[config.mk]
export PLATFORM = sky130hd
export DESIGN_NAME = frac_pulse_divider
export DESIGN_NICKNAME = d
export VERILOG_FILES = /design/src/rtl/fpd_pkg.sv /design/src/rtl/fpd_win_count.sv /design/src/rtl/fpd_swallow_stage.sv /design/src/rtl/fpd_phase_accum.sv /design/src/rtl/frac_pulse_divider.sv
export SDC_FILE = /design/constraint.sdc
export NUM_CORES = 1
export LEC_CHECK = 0
export BUFFER_PORTS_ARGS = -buffer_cell sky130_fd_sc_hd__clkbuf_2
export CELL_PAD_IN_SITES_DETAIL_PLACEMENT = 1
export CELL_PAD_IN_SITES_GLOBAL_PLACEMENT = 2
export CORE_UTILIZATION = 35
export DETAILED_ROUTE_END_ITERATION = 10
export GPL_TIMING_DRIVEN = 0
export PLACE_DENSITY = 0.77
export SLEW_MARGIN = 15
export SYNTH_ARGS = -nofsm -noshare
export SYNTH_HDL_FRONTEND = slang
export SYNTH_SLANG_ARGS = --single-unit
[constraint.sdc]
create_clock -name clk -period 2.3 [get_ports clk]
set_clock_uncertainty 0.1 [all_clocks]
set_input_delay 0 -clock clk [delete_from_list [all_inputs] [get_ports clk]]
set_output_delay 0 -clock clk [all_outputs]
set_load 0.01 [all_outputs]
[src/rtl/fpd_pkg.sv]
package fpd_pkg;
    typedef enum logic {
        SCHEME_CASCADE = 1'b0,
        SCHEME_ACCUM   = 1'b1
    } scheme_e;
endpackage

[src/rtl/fpd_win_count.sv]
module fpd_win_count #(
    parameter int WIN   = 25,
    parameter int POS_W = $clog2(WIN)
) (
    input  logic             clk,
    input  logic             rst,
    input  logic             stb,
    output logic [POS_W-1:0] pos,
    output logic             last
);
    localparam logic [POS_W-1:0] POS_LAST = POS_W'(WIN - 1);

    assign last = (pos == POS_LAST);

    always_ff @(posedge clk) begin
        if (rst)           pos <= '0;
        else if (stb)      pos <= last ? '0 : pos + 1'b1;
    end

    AST_POS_WRAP: assert property (@(posedge clk) disable iff (rst)
        (stb && last) |=> (pos == '0));
    AST_POS_IDLE: assert property (@(posedge clk) disable iff (rst)
        !stb |=> $stable(pos));
    AST_POS_RANGE: assert property (@(posedge clk) disable iff (rst)
        pos <= POS_LAST);
endmodule

[src/rtl/fpd_swallow_stage.sv]
module fpd_swallow_stage #(
    parameter int MOD = 5
) (
    input  logic clk,
    input  logic rst,
    input  logic stb_in,
    output logic stb_out
);
    localparam int CW = $clog2(MOD);
    localparam logic [CW-1:0] DROP_AT = CW'(MOD - 1);

    logic [CW-1:0] cnt;
    logic          at_drop;

    assign at_drop = (cnt == DROP_AT);
    assign stb_out = stb_in && !at_drop;

    always_ff @(posedge clk) begin
        if (rst)         cnt <= '0;
        else if (stb_in) cnt <= at_drop ? '0 : cnt + 1'b1;
    end

    AST_STAGE_ADVANCE: assert property (@(posedge clk) disable iff (rst)
        stb_in |=> (cnt != $past(cnt)));
    AST_STAGE_HOLD: assert property (@(posedge clk) disable iff (rst)
        !stb_in |=> $stable(cnt));
endmodule

[src/rtl/fpd_phase_accum.sv]
module fpd_phase_accum #(
    parameter int WIN  = 25,
    parameter int STEP = 9
) (
    input  logic clk,
    input  logic rst,
    input  logic stb,
    output logic keep
);
    localparam int AW = $clog2(WIN) + 1;
    localparam logic [AW-1:0] WIN_V  = AW'(WIN);
    localparam logic [AW-1:0] STEP_V = AW'(STEP);

    logic [AW-1:0] acc;
    logic [AW-1:0] sum;
    logic          ovf;
    logic          prev_drop;

    assign sum  = acc + STEP_V;
    assign ovf  = (sum >= WIN_V);
    assign keep = !ovf;

    always_ff @(posedge clk) begin
        if (rst)      acc <= '0;
        else if (stb) acc <= ovf ? sum - WIN_V : sum;
    end

    always_ff @(posedge clk) begin
        if (rst)      prev_drop <= 1'b0;
        else if (stb) prev_drop <= ovf;
    end

    AST_ACC_RANGE: assert property (@(posedge clk) disable iff (rst)
        acc < WIN_V);
    AST_NO_DOUBLE_DROP: assert property (@(posedge clk) disable iff (rst)
        (stb && prev_drop) |-> keep);
endmodule

[src/rtl/frac_pulse_divider.sv]
module frac_pulse_divider
    import fpd_pkg::*;
#(
    parameter int WIN       = 25,
    parameter int KEEP      = 16,
    parameter int STAGE_MOD = 5,
    parameter int STAGES    = 2,
    parameter int POS_W     = $clog2(WIN)
) (
    input  logic             clk,
    input  logic             rst,
    input  logic             in_stb,
    input  logic             mode_req,
    output logic             out_stb,
    output logic [POS_W-1:0] win_pos
);
    localparam int STEP = WIN - KEEP;
    localparam int KW   = $clog2(WIN + 1);

    scheme_e          scheme_q, scheme_d;
    logic             win_last;
    logic [STAGES:0]  chain;
    logic             acc_keep;

    fpd_win_count #(.WIN(WIN), .POS_W(POS_W)) u_win (
        .clk(clk), .rst(rst), .stb(in_stb), .pos(win_pos), .last(win_last)
    );

    assign chain[0] = in_stb;
    for (genvar g = 0; g < STAGES; g++) begin : g_stage
        fpd_swallow_stage #(.MOD(STAGE_MOD)) u_stage (
            .clk(clk), .rst(rst), .stb_in(chain[g]), .stb_out(chain[g+1])
        );
    end

    fpd_phase_accum #(.WIN(WIN), .STEP(STEP)) u_acc (
        .clk(clk), .rst(rst), .stb(in_stb), .keep(acc_keep)
    );

    // state register
    always_ff @(posedge clk) begin
        if (rst) scheme_q <= scheme_e'(mode_req);
        else     scheme_q <= scheme_d;
    end

    // next state: STAY, or SWITCH on the last pulse of a window
    always_comb begin
        scheme_d = scheme_q;
        unique case (scheme_q)
            SCHEME_CASCADE: if (in_stb && win_last) scheme_d = scheme_e'(mode_req);
            SCHEME_ACCUM:   if (in_stb && win_last) scheme_d = scheme_e'(mode_req);
            default:        scheme_d = SCHEME_CASCADE;
        endcase
    end

    // outputs
    always_comb begin
        out_stb = 1'b0;
        unique case (scheme_q)
            SCHEME_CASCADE: out_stb = chain[STAGES];
            SCHEME_ACCUM:   out_stb = in_stb && acc_keep;
            default:        out_stb = 1'b0;
        endcase
    end

    // per-window kept-pulse tally, used by the checks only
    logic [KW-1:0] win_keeps;
    always_ff @(posedge clk) begin
        if (rst)         win_keeps <= '0;
        else if (in_stb) win_keeps <= win_last ? '0 : win_keeps + KW'(out_stb);
    end

    AST_KEEP_COUNT: assert property (@(posedge clk) disable iff (rst)
        (in_stb && win_last) |-> ((win_keeps + KW'(out_stb)) == KW'(KEEP)));
    AST_OUT_GATED: assert property (@(posedge clk) disable iff (rst)
        out_stb |-> in_stb);
    AST_MODE_HOLD: assert property (@(posedge clk) disable iff (rst)
        !(in_stb && win_last) |=> $stable(scheme_q));
endmodule

* Word level (Yosys, flattened, before mapping)
Index checks and enable logic that the tools add are counted.
** Word-level totals
- Flip-flop bits (word level) :: 18
- Word-level logic and storage cells :: 31
- Input bits :: 4
- Output and inout bits :: 6
** Operators by class
- Eq/ne operators :: 3
- Multiplexer cells :: 9
- Add/sub/neg operators :: 5
- Reductions and logical operators :: 7
- Magnitude comparators :: 1
- Bitwise gates (word level) :: 1
** Operator list (number)
- adder 3 x 1 -> 3 bit, second input constant :: 2
- adder 6 x 4 -> 6 bit, second input constant :: 1
- equality test 3 bit, second input constant :: 2
- >= comparator 6 x 5 -> 1 bit, second input constant :: 1
- 2-to-1 mux 3 bit :: 2
- 2-to-1 mux 6 bit :: 1
- subtractor 6 x 5 -> 6 bit, second input constant :: 1
- adder 5 x 1 -> 5 bit, second input constant :: 1
- equality test 5 bit, second input constant :: 1
- 2-to-1 mux 5 bit :: 1
- logical AND 1 bit :: 4
- case mux 1 bit (2 select lines) :: 2
- zero test 1 bit :: 3
- 2-to-1 mux 1 bit :: 3
- NOT 1 bit :: 1

* Logic depth before layout (Yosys ltp)
Gate-level depths: netlist of the first run.
- Word-level depth :: 5
- Mapped depth :: 8
- Gate-level depth less buffers :: 7

* By module
A second synthesis of the first run with hierarchy kept.
** Second synthesis, totals
- Cells, all modules :: 138
- Area total of the unflattened synthesis :: 1144.8 um^2
** Modules (own cells, without submodules)
- fpd_phase_accum :: cells each 71, area each 530.5 um^2, instances 1
- fpd_swallow_stage :: cells each 18, area each 161.4 um^2, instances 2
- fpd_win_count :: cells each 25, area each 234.0 um^2, instances 1
- frac_pulse_divider :: cells each 6, area each 57.6 um^2, instances 1

* Worst setup path before layout of the first run
OpenSTA, ideal clock, no wires.
- Path kind :: register to register
- From :: register u_acc.acc[0]
- To :: register u_acc.acc[3]
- Buffers on the path :: 1
- Arrival :: 1.895 ns
- Clock period less this slack :: 2.119 ns
- Data required time :: 2.077 ns
- Stages on the path, launching flop included :: 9
- Setup slack :: 0.181 ns
- Path through :: dfxtp_1 ha_1 buf_6 a21bo_1 a221o_1 a22oi_4 o21ai_2 mux2i_1 mux2_1
** On the way
- Longest elaborated chain between the ends :: 3
** Ends and longest elaborated chain
- start: declaration :: RTL line fpd_phase_accum.sv:14 : logic [AW-1:0] acc;
- start signal: assignment :: RTL line fpd_phase_accum.sv:25 : else if (stb) acc <= ovf ? sum - WIN_V : sum;
- adder 6 x 4 -> 6 bit (*) :: RTL line fpd_phase_accum.sv:19 : assign sum = acc + STEP_V;
- subtractor 6 x 5 -> 6 bit / >= comparator 6 x 5 -> 1 bit (equally long branches) :: RTL line fpd_phase_accum.sv:25, fpd_phase_accum.sv:20
- 2-to-1 mux 6 bit (*) :: RTL line fpd_phase_accum.sv:25
Mark *: on every way between the ends. The rest lies on a longest branch, timed or not.
A chain may end at the register's enable or synchronous reset.

* Worst setup path in the final report of the first run
Ends and elaborated chain as after synthesis.

==> results of run 1 <==
-- state kept, by name (all words and copies together) (netlist names), named ones only --
name	count
g_stage.u_stage.cnt	6
u_acc.acc	6
u_win.pos	5
-- logic make-up after synthesis --
kind of cell | Yosys count | share of synthesized area (%)
flops | 18 | 32.67
compound gates | 25 | 16.45
simple gates | 53 | 22.74
xor+xnor | 9 | 6.954
buf+inv | 17 | 7.837
fa+ha+maj | 8 | 8.830
mux | 5 | 4.525
-- path summary, 6_finish.rpt --
check                                    startpoint                                     end  slack [ns]  cells after the start
max reg2reg               u_acc.acc[0]$_SDFFE_PP0P_               u_acc.acc[3]$_SDFFE_PP0P_        0.11                      8
min reg2reg  g_stage[0].u_stage.cnt[0]$_SDFFE_PP0P_  g_stage[0].u_stage.cnt[0]$_SDFFE_PP0P_        0.41                      2
max                       u_acc.acc[0]$_SDFFE_PP0P_               u_acc.acc[3]$_SDFFE_PP0P_        0.11                      8
min                                          in_stb               u_acc.acc[3]$_SDFFE_PP0P_        0.07                      4
-- repair_timing --
item,CTS,global route
endpoints found under the hold margin,3,0
setup buffers,0,3
hold buffers,2,0
endpoints found under the setup margin,0,2
resized for setup,0,3
-- layout make-up --
type | count | area, µm² | area share [%]
buffer | 6 | 47.55 | 3.636
tap | 44 | 55.05 | 4.211
inverter | 11 | 41.29 | 3.158
multi-input combinational | 100 | 676.9 | 51.77
sequential | 18 | 372.9 | 28.52
timing repair buffer | 14 | 87.58 | 6.699
clock buffer | 4 | 26.28 | 2.010
-- worst reg2reg max path: stages (launching register included) --
cell                      delay (ns)
sky130_fd_sc_hd__dfxtp_2        0.35
sky130_fd_sc_hd__ha_2           0.18
sky130_fd_sc_hd__buf_6          0.13
sky130_fd_sc_hd__a21bo_1        0.19
sky130_fd_sc_hd__a221o_1        0.37
sky130_fd_sc_hd__a22oi_4        0.18
sky130_fd_sc_hd__o21ai_2        0.08
sky130_fd_sc_hd__mux2i_1        0.19
sky130_fd_sc_hd__mux2_1         0.33
-- power by group --
part	switching [mW]	internal, mW	total (mW)
Combinational	0.104	0.0936	0.198
Clock	0.0980	0.0675	0.165
Sequential	0.0243	0.337	0.362
-- synth_stat cells (2+ instances only) --
master / count / area (µm²)
sky130_fd_sc_hd__and3_1: 2 / 12.51
sky130_fd_sc_hd__inv_1: 11 / 41.29
sky130_fd_sc_hd__nand2_1: 11 / 41.29
sky130_fd_sc_hd__o21ai_0: 5 / 25.02
sky130_fd_sc_hd__o21ai_2: 2 / 17.52
sky130_fd_sc_hd__clkbuf_1: 2 / 7.510
sky130_fd_sc_hd__and2_2: 2 / 15.01
sky130_fd_sc_hd__nor3_1: 2 / 10.01
sky130_fd_sc_hd__dfxtp_1: 17 / 340.3
sky130_fd_sc_hd__a21oi_1: 6 / 30.03
sky130_fd_sc_hd__nand3_1: 3 / 15.01
sky130_fd_sc_hd__nand2b_1: 3 / 18.77
sky130_fd_sc_hd__xnor2_1: 3 / 26.28
sky130_fd_sc_hd__nand3b_1: 2 / 15.01
sky130_fd_sc_hd__mux2i_1: 4 / 40.04
sky130_fd_sc_hd__nor2_1: 21 / 78.83
sky130_fd_sc_hd__nand4_1: 2 / 12.51
sky130_fd_sc_hd__ha_1: 8 / 100.1
sky130_fd_sc_hd__xor2_1: 6 / 52.55
-- placed cells by master (no fill, tap or decap), drive strengths merged, types with 3 or more instances in the layout --
cell type / Yosys / final
nor2: 21 / 21
dfxtp: 17 / 17
clkbuf: 4 / 17
inv: 11 / 11
nand2: 11 / 11
ha: 8 / 8
o21ai: 8 / 8
xor2: 6 / 6
a21oi: 6 / 6
buf: 2 / 5
mux2i: 4 / 4
nand3: 3 / 3
xnor2: 3 / 3
nand2b: 3 / 3
and2: 3 / 3
-- per-layer routing --
| metal | wire length [µm] | global-route usage [%] |
|---|---|---|
| met5 | 0 | 0 |
| met4 | 45 | 7.143 |
| met3 | 36 | 2.637 |
| met2 | 1310 | 31.33 |
| met1 | 1130 | 19.00 |
-- through the flow --
stage          instances  setup WS (ns)  instance area (µm²)
2_1_floorplan        135         0.1813                 1134
3_5_place_dp         188        0.02682                 1234
5_1_grt              197      -0.005410                 1308
3_3_place_gp         188        0.03141                 1234
6_report             197         0.1112                 1308
4_1_cts              194        0.01147                 1280
==> impl_metrics.yaml, run 1 <==
power_and_ir_drop:
  p_per_area_nw_per_um2: 554.6
  p_total_mw: 0.7251
  max-vdd-ir-drop_v: 0.0002511
  leakage_nw: 0.5633
route:
  dr.pass1.iters: 4
  routed_via_density: 5.015
  drt-wirelength-per-cell_um: 12.80
  total_wirelength_um: 2522
  drt.antenna.violating_nets: 0
  via_count: 988
  drt_drc_violations_left: 0
  drt_iter0_markers: 31
cts:
  clk_root_buffer_cell: "sky130_fd_sc_hd__clkbuf_4"
  cts_buffer_count: 3
  clock_tree.buffer_depth: 2
  clk_transition_reported_paths_ns: 0.10
  clock_latency_reported_for_the_late_side_of_the_worst_skew_pair_ns: 0.29
  tritoncts_clock_tree: "yes"
  cts_num_sinks: 18
  htree_num_levels: 1
place:
  port_buffers: 9
  dpl.hpwl_um: 1905
  place.gp.congestion: 0.7277
global_routing:
  grt_first_pass_wirelength_um: 4347
  grt.total_usage_pct: 16.91
  grt-ovfl-total: 0
  grt_start_max_net_pins: 11
  first_global_vias: 1023
  antenna_violations_before_repair: 0
sta:
  report.final.hold_viol_count: 0
  slew-limit-headroom_pct: 61.77
  setup_total_negative_slack_ns: 0
  post-route-period-util_pct: 95.16
  timing.hold.ws_ns: 0.07114
  setup_viol: 0
  final.min_clock_period_ns: 2.189
  timing_worst_slew_pin_value_ns: 0.5734
  slew_viol_final: 0
  max_freq_mhz: 456.9
yosys:
  yosysWarningCount: 0
  yosys_register_bits: 18
  post_synth_instance_area_um2: 1134
  synthesized_netlist_net_count: 147
  synth-main-ff-cell: "sky130_fd_sc_hd__dfxtp_1"
  sequential_element_share_of_the_synthesized_area_pct: 32.67
  synth.avg_cell_area_um2: 8.397
  async_reset_ff_share_pct: 0
  synth-edff-count: 1
  synth.lib_cells_used.distinct: 42
  synth_cells: 135
worst_setup_path:
  critical_path.startpoint_type: "flip-flop"
  crit_path_end_kind: "flip-flop"
  path_buf_inv: 1
  worstPathRequired_ns: 2.39
  critical_path_class: "flip-flop to flip-flop"
  max_stage_delay_ns: 0.37
  critical_path_arrival_ns: 2.28
  critical_path.slowest_cell: "sky130_fd_sc_hd__a221o_1"
  crit_family: "compound AO/OA/AOI/OAI gates"
  crit_path_max_fanout: 8
  cp_cell_sequence: "ha_2 -> buf_6 -> a21bo_1 -> a221o_1 -> a22oi_4 -> o21ai_2 -> mux2i_1 -> mux2_1"
die:
  dieWidth_um: 58.91
  dieHeight_um: 58.91
  core_region_area_um2: 3053
  top_level_ports: 10
  floorplan.die_area_um2: 3470
  initial_core_utilization_pct: 37.13
  rows: 20
job:
  maxCapViolations: 0
finish:
  antenna_cells: 0
  area.growth.synth_to_final_pct: 15.34
  drive_gt1_share_pct: 19.61
  final_nets: 166
  layout.filler_cells: 387
  finalCoreUtilization_pct: 42.83
min_path:
  min-delay-path-class: "input port to flip-flop"
run_status:
  run_status: "completed"
(Power assumes the default switching activity.)
==> run 2: changes to the inputs <==
--- a/config.mk
+++ b/config.mk
@@ -8,11 +8,11 @@
 export BUFFER_PORTS_ARGS = -buffer_cell sky130_fd_sc_hd__clkbuf_2
 export CELL_PAD_IN_SITES_DETAIL_PLACEMENT = 1
 export CELL_PAD_IN_SITES_GLOBAL_PLACEMENT = 2
-export CORE_UTILIZATION = 35
+export CORE_UTILIZATION = 37
+export CTS_BUF_LIST = sky130_fd_sc_hd__clkbuf_2
 export DETAILED_ROUTE_END_ITERATION = 10
 export GPL_TIMING_DRIVEN = 0
-export PLACE_DENSITY = 0.77
-export SLEW_MARGIN = 15
+export PLACE_DENSITY = 0.81
 export SYNTH_ARGS = -nofsm -noshare
 export SYNTH_HDL_FRONTEND = slang
 export SYNTH_SLANG_ARGS = --single-unit
==> run 2 against run 1 <==
Worst hold slack got worse by 0.013 ns. Wire length is 5.6% lower. Non-clock buffer count is the same. Register-to-register slack about the same. Sequential power barely moved. Critical path depth decreased by 1. Clock-buffer cell count fell by 1. Critical endpoint unchanged. Largest cell class unchanged.
==> impl_metrics.yaml, run 2 (synthesis gave the netlist of run 1 again) <==
sta:
  setup_viol: 0
  post-route-period-util_pct: 95.19
  report.final.hold_viol_count: 0
  final.min_clock_period_ns: 2.189
  post-route-worst-setup-slack_ns: 0.1107
  timing_worst_slew_pin_value_ns: 0.5644
  max_freq_mhz: 456.8
  slew_viol_final: 0
  slew-limit-headroom_pct: 62.37
place:
  place.gp.congestion: 0.7182
  dpl.hpwl_um: 1823
  port_buffers: 9
  place_ws_ns: 0.02500
min_path:
  min-delay-path-class: "input port to flip-flop"
  worstHoldStart: "in_stb"
  worstHoldPathCells: 4
finish:
  final_nets: 166
  seq_area_um2: 375.4
  leading_cell_types_in_the_layout_fill_and_taps_excluded: "sky130_fd_sc_hd__nor2_1, sky130_fd_sc_hd__dfxtp_1, sky130_fd_sc_hd__inv_1, sky130_fd_sc_hd__nand2_1, sky130_fd_sc_hd__clkbuf_2"
  antenna_cells: 0
  largest_registers: "g_stage.u_stage.cnt (6), u_acc.acc (6), u_win.pos (5)"
  area_used_by_multi_input_combinational_logic_um2: 676.9
  layout_commonest_cell: "sky130_fd_sc_hd__nor2_1"
  drive_gt1_share_pct: 19.61
  area.growth.synth_to_final_pct: 13.13
  layout.filler_cells: 360
die:
  top_level_ports: 10
  rows: 19
  initial_core_utilization_pct: 40.07
  dieWidth_um: 57.35
  core_region_area_um2: 2829
  floorplan.die_area_um2: 3289
  dieHeight_um: 57.35
worst_setup_path:
  crit_path_max_fanout: 8
  reg2reg_from: "u_acc.acc[0]$_SDFFE_PP0P_"
  critical_path.startpoint_type: "flip-flop"
  worstPathRequired_ns: 2.40
  worst_setup_path_startpoint: "u_acc.acc[0]$_SDFFE_PP0P_"
  critical_path_arrival_ns: 2.29
  crit_path_end_kind: "flip-flop"
  critical_path_class: "flip-flop to flip-flop"
  worst_r2r_path_depth: 7
cts:
  clock_tree.buffer_depth: 2
  cts_num_sinks: 18
  cts_buffer_count: 3
  tritoncts_clock_tree: "yes"
  htree_num_levels: 1
  clock_latency_reported_for_the_late_side_of_the_worst_skew_pair_ns: 0.30
  clk_transition_reported_paths_ns: 0.18
  clk_root_buffer_cell: "sky130_fd_sc_hd__clkbuf_2"
global_routing:
  first_global_vias: 1012
  grt_start_max_net_pins: 11
  grt.total_usage_pct: 16.33
  antenna_violations_before_repair: 0
  grt-ovfl-total: 0
  grt_first_pass_wirelength_um: 4291
route:
  drt_drc_violations_left: 0
  dr.pass1.iters: 3
  drt_iter0_markers: 19
  via_count: 962
  drt-wirelength-per-cell_um: 12.95
  routed_via_density: 5.228
  drt.antenna.violating_nets: 0
  total_wirelength_um: 2382
power_and_ir_drop:
  p_total_mw: 0.6973
  leakage_nw: 0.5612
  max-vdd-ir-drop_v: 0.0003805
  p_per_area_nw_per_um2: 543.7
run_status:
  run_status: "completed"
job:
  maxCapViolations: 0
==> run 2: worst max-delay path, stage by stage (launching register included) <==
cell and delay [ns]:
sky130_fd_sc_hd__dfxtp_4 0.38, sky130_fd_sc_hd__ha_2 0.23, sky130_fd_sc_hd__a21bo_1 0.20, sky130_fd_sc_hd__a221o_1 0.37
sky130_fd_sc_hd__a22oi_4 0.20, sky130_fd_sc_hd__o21ai_2 0.09, sky130_fd_sc_hd__mux2i_1 0.18, sky130_fd_sc_hd__mux2_1 0.33
==> run 2: path summary, 6_finish.rpt <==
kind / endpoint / slack (ns)
max: u_acc.acc[3]$_SDFFE_PP0P_ / 0.11
min: u_acc.acc[3]$_SDFFE_PP0P_ / 0.06
max reg2reg: u_acc.acc[3]$_SDFFE_PP0P_ / 0.11
min reg2reg: g_stage[1].u_stage.cnt[0]$_SDFFE_PP0P_ / 0.41
==> run 2: final cells by class <==
| type | instances | area share (%) |
|---|---|---|
| multi-input combinational | 100 | 52.78 |
| sequential | 18 | 29.27 |
| timing repair buffer | 15 | 7.415 |
| inverter | 11 | 3.220 |
| tap | 31 | 3.024 |
| buffer | 5 | 2.829 |
| clock buffer | 3 | 1.171 |
| clock inverter | 1 | 0.2927 |
==> run 2: metal layers <==
metal	wire [µm]	GRT usage, %	vias to the layer above
li1	-	-	491
met3	36	2.268	4
met1	1114	19.19	460
met2	1206	30.23	7
met5	0	0	-
met4	24	5.226	0
==> run 2: through the flow <==
| step | instances | TNS (ns) | hold slack (ns) | instance area [µm²] | utilization [%] |
|---|---|---|---|---|---|
| 4_1_cts | 182 | 0 | 0.04732 | 1266 | 44.76 |
| 3_5_place_dp | 175 | 0 | 0.1594 | 1217 | 43.03 |
| 6_report | 184 | 0 | 0.05813 | 1282 | 45.33 |
| 5_1_grt | 184 | -0.02337 | 0.04046 | 1282 | 45.33 |
| 2_1_floorplan | 135 | 0 | -0.02786 | 1134 | - |
| 3_3_place_gp | 175 | 0 | 0.1475 | 1217 | 43.03 |
==> run 2: timing repair <==
| action | 4_1_cts | 5_1_grt |
|---|---|---|
| endpoints found under the hold margin | 3 | 0 |
| hold buffers | 2 | 0 |
| gates resized for setup | 2 | 4 |
| pin swaps | 0 | 2 |
| setup buffers | 1 | 3 |
| setup endpoints to repair | 2 | 2 |
==> run 2: power breakdown <==
part / total (mW) / switching (mW) / internal, mW
logic: 0.200 / 0.105 / 0.0952
clock network: 0.138 / 0.0998 / 0.0378
registers: 0.359 / 0.0213 / 0.338
total: 0.697 / 0.226 / 0.471
